### src/rtl/hpair_unit.sv
module hpair_unit #(
  parameter int VEC_W = 128
) (
  input  logic             clk,
  input  logic             rst_n,
  input  logic             in_valid,
  input  logic [VEC_W-1:0] op_a,
  input  logic [VEC_W-1:0] op_b,
  input  logic [1:0]       op_sel,
  input  logic             wide_elem,
  input  logic             half_vec,
  output logic             out_valid,
  output logic [VEC_W-1:0] result
);

  localparam int L16 = VEC_W / 16;
  localparam int L32 = VEC_W / 32;

  function automatic logic [15:0] lane16(input logic [VEC_W-1:0] a, input logic [VEC_W-1:0] b,
                                         input logic [1:0] op, input logic half, input int k);
    int p;
    int j;
    logic [VEC_W-1:0] s;
    logic signed [16:0] x, y, r;
    p = half ? L16 / 4 : L16 / 2;
    if (k >= 2 * p) return '0;
    s = (k < p) ? a : b;
    j = (k < p) ? k : k - p;
    x = {s[j*32+15], s[j*32 +: 16]};
    y = {s[j*32+31], s[j*32+16 +: 16]};
    r = op[0] ? x - y : x + y;
    if (op[1]) begin
      if (r > 17'sd32767) return 16'h7FFF;
      if (r < -17'sd32768) return 16'h8000;
    end
    return r[15:0];
  endfunction

  function automatic logic [31:0] lane32(input logic [VEC_W-1:0] a, input logic [VEC_W-1:0] b,
                                         input logic sub, input logic half, input int k);
    int p;
    int j;
    logic [VEC_W-1:0] s;
    p = half ? L32 / 4 : L32 / 2;
    if (k >= 2 * p) return '0;
    s = (k < p) ? a : b;
    j = (k < p) ? k : k - p;
    return sub ? s[j*64 +: 32] - s[j*64+32 +: 32] : s[j*64 +: 32] + s[j*64+32 +: 32];
  endfunction

  logic [VEC_W-1:0] nxt16, nxt32;

  always_comb begin
    nxt16 = '0;
    nxt32 = '0;
    for (int k = 0; k < L16; k++) nxt16[k*16 +: 16] = lane16(op_a, op_b, op_sel, half_vec, k);
    for (int k = 0; k < L32; k++) nxt32[k*32 +: 32] = lane32(op_a, op_b, op_sel[0], half_vec, k);
  end

  always_ff @(posedge clk or negedge rst_n) begin
    if (!rst_n) begin
      out_valid <= 1'b0;
      result    <= '0;
    end else begin
      out_valid <= in_valid;
      if (in_valid) result <= wide_elem ? nxt32 : nxt16;
    end
  end

  AST_VALID_FOLLOWS: assert property (@(posedge clk) disable iff (!rst_n)
    in_valid |=> out_valid);
  AST_NO_SPURIOUS_VALID: assert property (@(posedge clk) disable iff (!rst_n)
    !in_valid |=> !out_valid);
  AST_IDLE_HOLDS: assert property (@(posedge clk) disable iff (!rst_n)
    !in_valid |=> $stable(result));
  AST_HALF_UPPER_ZERO: assert property (@(posedge clk) disable iff (!rst_n)
    (in_valid && half_vec) |=> (result[VEC_W-1:VEC_W/2] == '0));
  AST_SAT_ADD_NONNEG: assert property (@(posedge clk) disable iff (!rst_n)
    (in_valid && op_sel == 2'b10 && !wide_elem && !op_a[15] && !op_a[31]) |=> !result[15]);
  AST_SAT_ADD_NEG: assert property (@(posedge clk) disable iff (!rst_n)
    (in_valid && op_sel == 2'b10 && !wide_elem && op_a[15] && op_a[31]) |=> result[15]);

endmodule

### config.mk
export PLATFORM = sky130hd
export DESIGN_NAME = hpair_unit
export DESIGN_NICKNAME = d
export VERILOG_FILES = /design/src/rtl/hpair_unit.sv
export SDC_FILE = /design/constraint.sdc
export NUM_CORES = 1
export LEC_CHECK = 0
export BUFFER_PORTS_ARGS = -buffer_cell sky130_fd_sc_hd__buf_2
export CAP_MARGIN = 20
export CORE_MARGIN = 8
export CORE_UTILIZATION = 34
export DETAILED_ROUTE_END_ITERATION = 12
export PLACE_DENSITY_LB_ADDON = 0.12
export SETUP_SLACK_MARGIN = 0.2
export SYNTH_ARGS = -nofsm -noshare
export SYNTH_HDL_FRONTEND = slang
export SYNTH_SLANG_ARGS = --single-unit
### constraint.sdc
create_clock -name clk -period 1.31 [get_ports clk]
set_input_delay 0.262 -clock clk [delete_from_list [all_inputs] [get_ports clk]]
set_output_delay 0.262 -clock clk [all_outputs]
set_load 0.005 [all_outputs]
==> impl_metrics.ini, run 1 <==
[clock_tree]
cts.path.max_buffers = 2
clk_latency_ps = 510
cts_buffers = 17
clkSinkCount = 129
clock_tree.root_cell = clkbuf_16
clk_pin_slew_worst_paths_ps = 70
cts_max_level = 4
cts_tree = built

[timing]
skew_ps = 0
finalHoldViolCount = 0
maxSlewViolCount = 0
fin_crit_sh_pct = 294
setup_slack_ps = -2540
max_slew.worst_pin.slew_ps = 566
relSlewSlack_pct = 62.3
whs_ps = 165
fin_crit_ps = 3850
fmax_mhz = 260
rsz0062_at_grt = yes
final-setup-viol-count = 152

[drt]
vias_per_cell = 5.40
finalWirelength_mm = 139
drc_errors = 0
antenna_left = 0
drt-wirelength-per-cell_microns = 22.6
drt-pass1-iter-count = 5
drtIter0Drc = 2126
vias = 33200

[finish]
nFillCells = 6967
drive_above_1_share_pct = 48.8
multi_input_area_sq_mm = 0.0242
area_growth_syn_to_layout_pct = 73.2
register_area_sq_mm = 0.00323
fin_nets = 5698
final_util_pct = 59.3

[synth]
synth_ff_type = dfrtp_1
synth.avg_cell_area_sq_um = 7.58
yosys.cell_types.count = 100
async_flop_share_pct = 100
syn_area_sq_mm = 0.0254
synth-edff-count = 0
synthCells = 3351
synth_seq_area_share_pct = 12.7
ys_ff_latch = 129
yosysWarnings = 0
syn_nets = 3890

[worst_setup_path]
worstPathRequired_ps = 1710
r2r_cells = 6
end_kind = register
worst_r2r_endpoint = result[127]
arrival_ps = 4250
timing.rr.start = result[127]
crit_path_max_fanout = 7
reg2reg_slack_ps = 60
crit_type = in -> reg
cp-start-kind = input pin

[placement]
dp_hpwl_mm = 116
port-buffer-count = 391
gp_congestion = 1.01
pre_cts_ws_ps = -3300

[global_routing]
antenna_found_initial = 16
grt_pass1_wl_mm = 199
grt_max_degree = 52
gr-total-overflow = 0
grt_usage_pct = 31.5
first_global_vias = 32500

[power]
pwr-share-seq_pct = 13.4
vdd.ir_drop.worst_mv = 0.647
clockPowerShare_pct = 12.3
p_comb_share_pct = 74.3
swShare_pct = 44.0
power_switching_w = 0.0186
p_per_area_mw_per_mm2 = 961
p_int_w = 0.0236
p_leak_nw = 21.2

[run]
maxCapViolations = 0

[die]
fp.dieW_microns = 289
die-area_sq_mm = 0.0837
die_h_microns = 289
pin_count = 392
std_cell_rows = 100
start_util_pct = 34.2
core_sq_mm = 0.0742

[status]
violations = negative setup slack
status = finished with violations

[hold_path]
hold_path_class = in -> async
## cells in the mapped netlist (11+ instances only)
cell type | instances | share of area (%)
a211o_1 | 15 | 0.52
a211oi_1 | 27 | 0.80
a21boi_0 | 11 | 0.33
a21o_1 | 109 | 3.2
a21oi_1 | 319 | 6.3
a22o_1 | 25 | 0.86
a311oi_1 | 11 | 0.38
a31oi_1 | 56 | 1.4
and2_1 | 22 | 0.54
and3_1 | 27 | 0.67
buf_1 | 11 | 0.16
buf_2 | 21 | 0.41
clkbuf_1 | 80 | 1.2
dfrtp_1 | 129 | 13
fa_1 | 12 | 0.95
ha_1 | 264 | 13
inv_1 | 169 | 2.5
mux2_2 | 63 | 2.8
mux2i_1 | 76 | 3.0
nand2_1 | 189 | 2.8
nand2b_1 | 38 | 0.94
nand3_1 | 45 | 0.89
nand4_1 | 18 | 0.44
nor2_1 | 306 | 4.5
nor2b_1 | 84 | 2.1
nor3_1 | 106 | 2.1
nor3b_1 | 13 | 0.38
nor4_1 | 26 | 0.64
o211ai_1 | 31 | 0.92
o21a_1 | 62 | 1.8
o21ai_0 | 183 | 3.6
o21bai_1 | 24 | 0.71
o221ai_1 | 18 | 0.62
o22ai_1 | 29 | 0.71
o2bb2ai_1 | 24 | 0.83
o31ai_1 | 32 | 0.95
or2_2 | 11 | 0.27
or3_1 | 40 | 0.99
xnor2_1 | 281 | 9.7
xor2_1 | 144 | 5.0
## flip-flops by register name, summed over array words and instances (netlist names)
register   count
out_valid      1
result       128
## layout make-up
| class | instances | area share (%) |
|---|---|---|
| multi-input combinational | 2932 | 54.9 |
| clock inverter | 15 | 0.336 |
| sequential | 129 | 7.34 |
| inverter | 171 | 1.50 |
| antenna | 11 | 0.0626 |
| timing repair buffer | 1908 | 32.1 |
| clock buffer | 17 | 0.968 |
| tap | 969 | 2.76 |
## worst max-delay path, cell delays in order
cell	delay, ps
buf_16	120
bufbuf_16	280
buf_8	130
mux2i_4	260
ha_4	180
o221ai_4	110
nor4_4	290
nor2_1	100
xor2_1	180
ha_1	300
a21o_1	190
a21oi_2	140
nor2b_1	70
or4_4	430
nor3_4	240
or3b_4	210
and2_4	200
buf_4	130
a21oi_1	60
o21a_1	180
a22o_1	180
## placed cells by master, fill, tap and decap left out, drive strengths merged, types with 12 or more instances in the layout
cell	instances
nand4	18
nor2b	84
clkbuf	18
and2	23
or2	12
o22ai	29
o21ai	202
or3	40
inv	176
a211o	15
mux2i	77
nand2	189
o221ai	28
o21a	62
a21o	109
a21oi	320
o31ai	33
nor2	306
nor3b	14
and3	29
xnor2	282
a31oi	56
o211ai	31
nor4	28
mux2	63
buf	1903
a22o	25
dfrtp	129
fa	12
o21bai	24
o2bb2ai	24
xor2	144
nand3	45
nand2b	38
ha	264
a211oi	27
nor3	109
## cells by family (layout without fill, tap and decap cells)
| family | after synthesis | in the layout | synth area share, % |
|---|---|---|---|
| DFF | 129 | 129 | 12.7 |
| adders and majority gates | 276 | 276 | 14.0 |
| other | 0 | 11 | 0 |
| and+or+nand+nor | 974 | 975 | 19.0 |
| AOI/OAI and AO/OA | 1112 | 1115 | 29.0 |
| muxes | 140 | 140 | 5.84 |
| xor gates and xnor gates | 426 | 426 | 14.7 |
| buffers and inverters | 294 | 2111 | 4.77 |
## per-layer routing
layer  global-route usage [%]  vias to the layer above  wire (microns)
met2                     51.9                     1137           64100
li1                         -                    16000               -
met3                     4.82                      297            8420
met4                     16.1                       12            7880
met1                     39.6                    15800           58400
met5                        0                        -              81
## how the worst max path moves through the flow
stage | depth (start not counted) | endpoint | startpoint | slack (ps)
detailed placement | 21 | result[94] | half_vec | -3300
floorplan | 33 | result[125] | half_vec | -3810
CTS | 19 | result[61] | half_vec | -2490
global route | 26 | result[125] | half_vec | -2690
global placement | 22 | result[92] | half_vec | -3260
finish | 21 | result[49] | half_vec | -2540
## power groups by stage
stage / sequential, W / clock (W) / combinational [W]
after floorplan: 0.00566 / 0 / 0.0136
after global placement: 0.00575 / 0 / 0.0263
after detailed placement: 0.00573 / 0 / 0.0264
after CTS: 0.00568 / 0.00532 / 0.0281
after global routing: 0.00575 / 0.00544 / 0.0337
final: 0.00567 / 0.00519 / 0.0314
## metrics by stage
| stage | setup TNS, ps | cell area, sq um | power (W) | cells |
|---|---|---|---|---|
| 6_report | -280380 | 44000 | 0.0423 | 6152 |
| 5_1_grt | -300720 | 44000 | 0.0449 | 6150 |
| 4_1_cts | -282930 | 41100 | 0.0391 | 6015 |
| 3_5_place_dp | -380560 | 38600 | 0.0321 | 5919 |
| 3_3_place_gp | -377130 | 38600 | 0.0321 | 5919 |
| 2_1_floorplan | -434430 | 25900 | 0.0192 | 3351 |
## repair_timing
action | CTS | global route
gates resized for setup | 279 | 415
endpoints found under the setup margin | 257 | 257
buffers inserted | 54 | 124
hold buffers | 1 | 0
pin swaps | 129 | 220
cloned | 9 | 2
hold endpoints to repair | 129 | 0
(Power assumes the default switching activity.)
==> inputs of run 2 (changes only) <==
- BUFFER_PORTS_ARGS: -buffer_cell sky130_fd_sc_hd__buf_2 -> default
- DONT_BUFFER_PORTS: default -> 1
- PLACE_DENSITY_LB_ADDON: 0.12 -> 0.05
- SKIP_CTS_REPAIR_TIMING: default -> 1
==> impl_metrics.ini, run 2 (same netlist as run 1, synthesis figures left out) <==
[clock_tree]
clk_pin_slew_worst_paths_ps = 100
cts.path.max_buffers = 2
clkSinkCount = 129
cts_tree = built
clock_tree.root_cell = clkbuf_16
cts_buffers = 17
cts_max_level = 4
clk_latency_ps = 500

[die]
fp.dieW_microns = 289
pin_count = 392
start_util_pct = 34.2
core_sq_mm = 0.0742
die-area_sq_mm = 0.0837
std_cell_rows = 100
die_h_microns = 289

[worst_setup_path]
arrival_ps = 4640
slowest_delay_ps = 560
crit_type = in -> reg
worstPathRequired_ps = 1670
crit_slowest_cell = or4_1
cp-start-kind = input pin
cp_cell_sequence = clkinvlp_4 -> buf_6 -> or3_4 -> a21oi_4 -> nand2_4 -> nor3_2 -> buf_4 -> and2_4 -> a21oi_4 -> xor2_2 -> ha_1 -> and2_4 -> and4_1 -> o211ai_1 -> a31oi_4 -> o211ai_1 -> a31oi_2 -> or4_1 -> a31oi_1 -> o31ai_1
end_kind = register
crit_buf_inv = 3
crit_path_max_fanout = 252
crit_family = simple AND/OR/NAND/NOR gates

[placement]
post-place-cells = 5367
port-buffer-count = 0
dp_hpwl_mm = 119
gp_congestion = 1.00
place_area_sq_mm = 0.0354

[drt]
vias_per_cell = 5.62
vias = 30800
drc_errors = 0
drt-pass1-iter-count = 5
drt-wirelength-per-cell_microns = 26.0
finalWirelength_mm = 143
drtIter0Drc = 2012
antenna_left = 0

[power]
clockPowerShare_pct = 14.7
vdd.ir_drop.worst_mv = 0.739
p_comb_share_pct = 69.1
p_per_area_mw_per_mm2 = 987
p_int_w = 0.0211
p_leak_nw = 17.9
pwr-share-seq_pct = 16.2
power_switching_w = 0.0167
swShare_pct = 44.2

[finish]
regMostFlops = result
post-route-cell-area_sq_mm = 0.0383
final_cell_mix = 1,188 x buf_4, 291 x nor2_1, 266 x a21oi_1, 260 x xnor2_1, 239 x ha_1
largestRegisters = result (128), out_valid (1)
area_growth_syn_to_layout_pct = 50.9
drive_above_1_share_pct = 37.7
fin_cells = 5483
final_common_cell = buf_4
largest_reg_flops = 128
fin_nets = 5012

[timing]
finalHoldViolCount = 151
skew_ps = 0
setup_slack_ps = -2960
fin_crit_sh_pct = 326
final-setup-viol-count = 130
fmax_mhz = 234
relSlewSlack_pct = 50.4
maxSlewViolCount = 0
max_slew.worst_pin.slew_ps = 744
fin_crit_ps = 4270
whs_ps = -568
rsz0062_at_grt = yes

[status]
status = finished with violations
violations = negative hold slack, negative setup slack

[global_routing]
grt_max_degree = 253
first_global_vias = 30600
gr-total-overflow = 0
antenna_found_initial = 29
grt_usage_pct = 32.2
grt_pass1_wl_mm = 199

[run]
maxCapViolations = 0

[hold_path]
hold_path_class = in -> async
run 2: cell count changes in the layout (fill, tap and decap cells not counted), sizes merged:
| cell | before | now |
|---|---|---|
| clkinvlp | 2 | 3 |
| dlygate4sd3 | 1 | 0 |
| and3 | 29 | 28 |
| buf | 1903 | 1224 |
| bufbuf | 3 | 0 |
| clkdlybuf4s15 | 0 | 1 |
| a31o | 11 | 10 |
| o31a | 11 | 10 |
| o21ai | 202 | 201 |
| diode | 11 | 28 |
| inv | 176 | 175 |
run 2: metrics by stage:
step | util, % | hold slack [ps] | power [W] | setup WS (ps) | setup TNS [ps]
after floorplan | - | -33.6 | 0.0192 | -3810 | -434430
after global placement | 47.7 | -29.2 | 0.0301 | -3360 | -371590
after detailed placement | 47.7 | -28.5 | 0.0303 | -3400 | -371410
after CTS | 48.5 | -601 | 0.0361 | -2900 | -303920
after global routing | 51.6 | -591 | 0.0402 | -2960 | -325980
final | 51.7 | -568 | 0.0378 | -2960 | -315940
run 2: final cells by class:
cell class	count	area, sq um
fillers	7281	35900
multi-input cells	2928	23000
repair buffers	1226	9540
flip-flops and latches	129	3230
well taps	969	1210
inverters	171	692
clock buffers	17	425
clock inverters	15	165
diodes	28	70.1
run 2: power groups by stage:
stage / Sequential, W / Combinational (W) / Clock [W]
after floorplan: 0.00566 / 0.0136 / 0
after global placement: 0.00625 / 0.0239 / 0
after detailed placement: 0.00623 / 0.0241 / 0
after CTS: 0.00618 / 0.0242 / 0.00568
after global routing: 0.00627 / 0.0282 / 0.00575
final: 0.00614 / 0.0261 / 0.00554
run 2: final timing paths:
| path | from | endpoint | slack [ps] | cells after the start |
|---|---|---|---|---|
| setup / recovery | half_vec | result[61] | -2960 | 20 |
| hold / removal | rst_n | result[66] | -570 | 0 |
| setup reg to reg | result[127] | result[127] | 50 | 5 |
| hold reg to reg | result[82] | result[82] | 530 | 1 |
| max in group asynchronous | rst_n | result[46] | 1620 | 0 |
| min in group clk | in_valid | out_valid | -210 | 0 |
run 2: layer usage:
metal	share of wire [%]	GRT usage (%)	wire length (microns)
met1	39	36.2	55300
met2	46	53.3	65500
met3	9.8	12.5	14000
met4	5.4	15.3	7710
met5	0.12	0	171
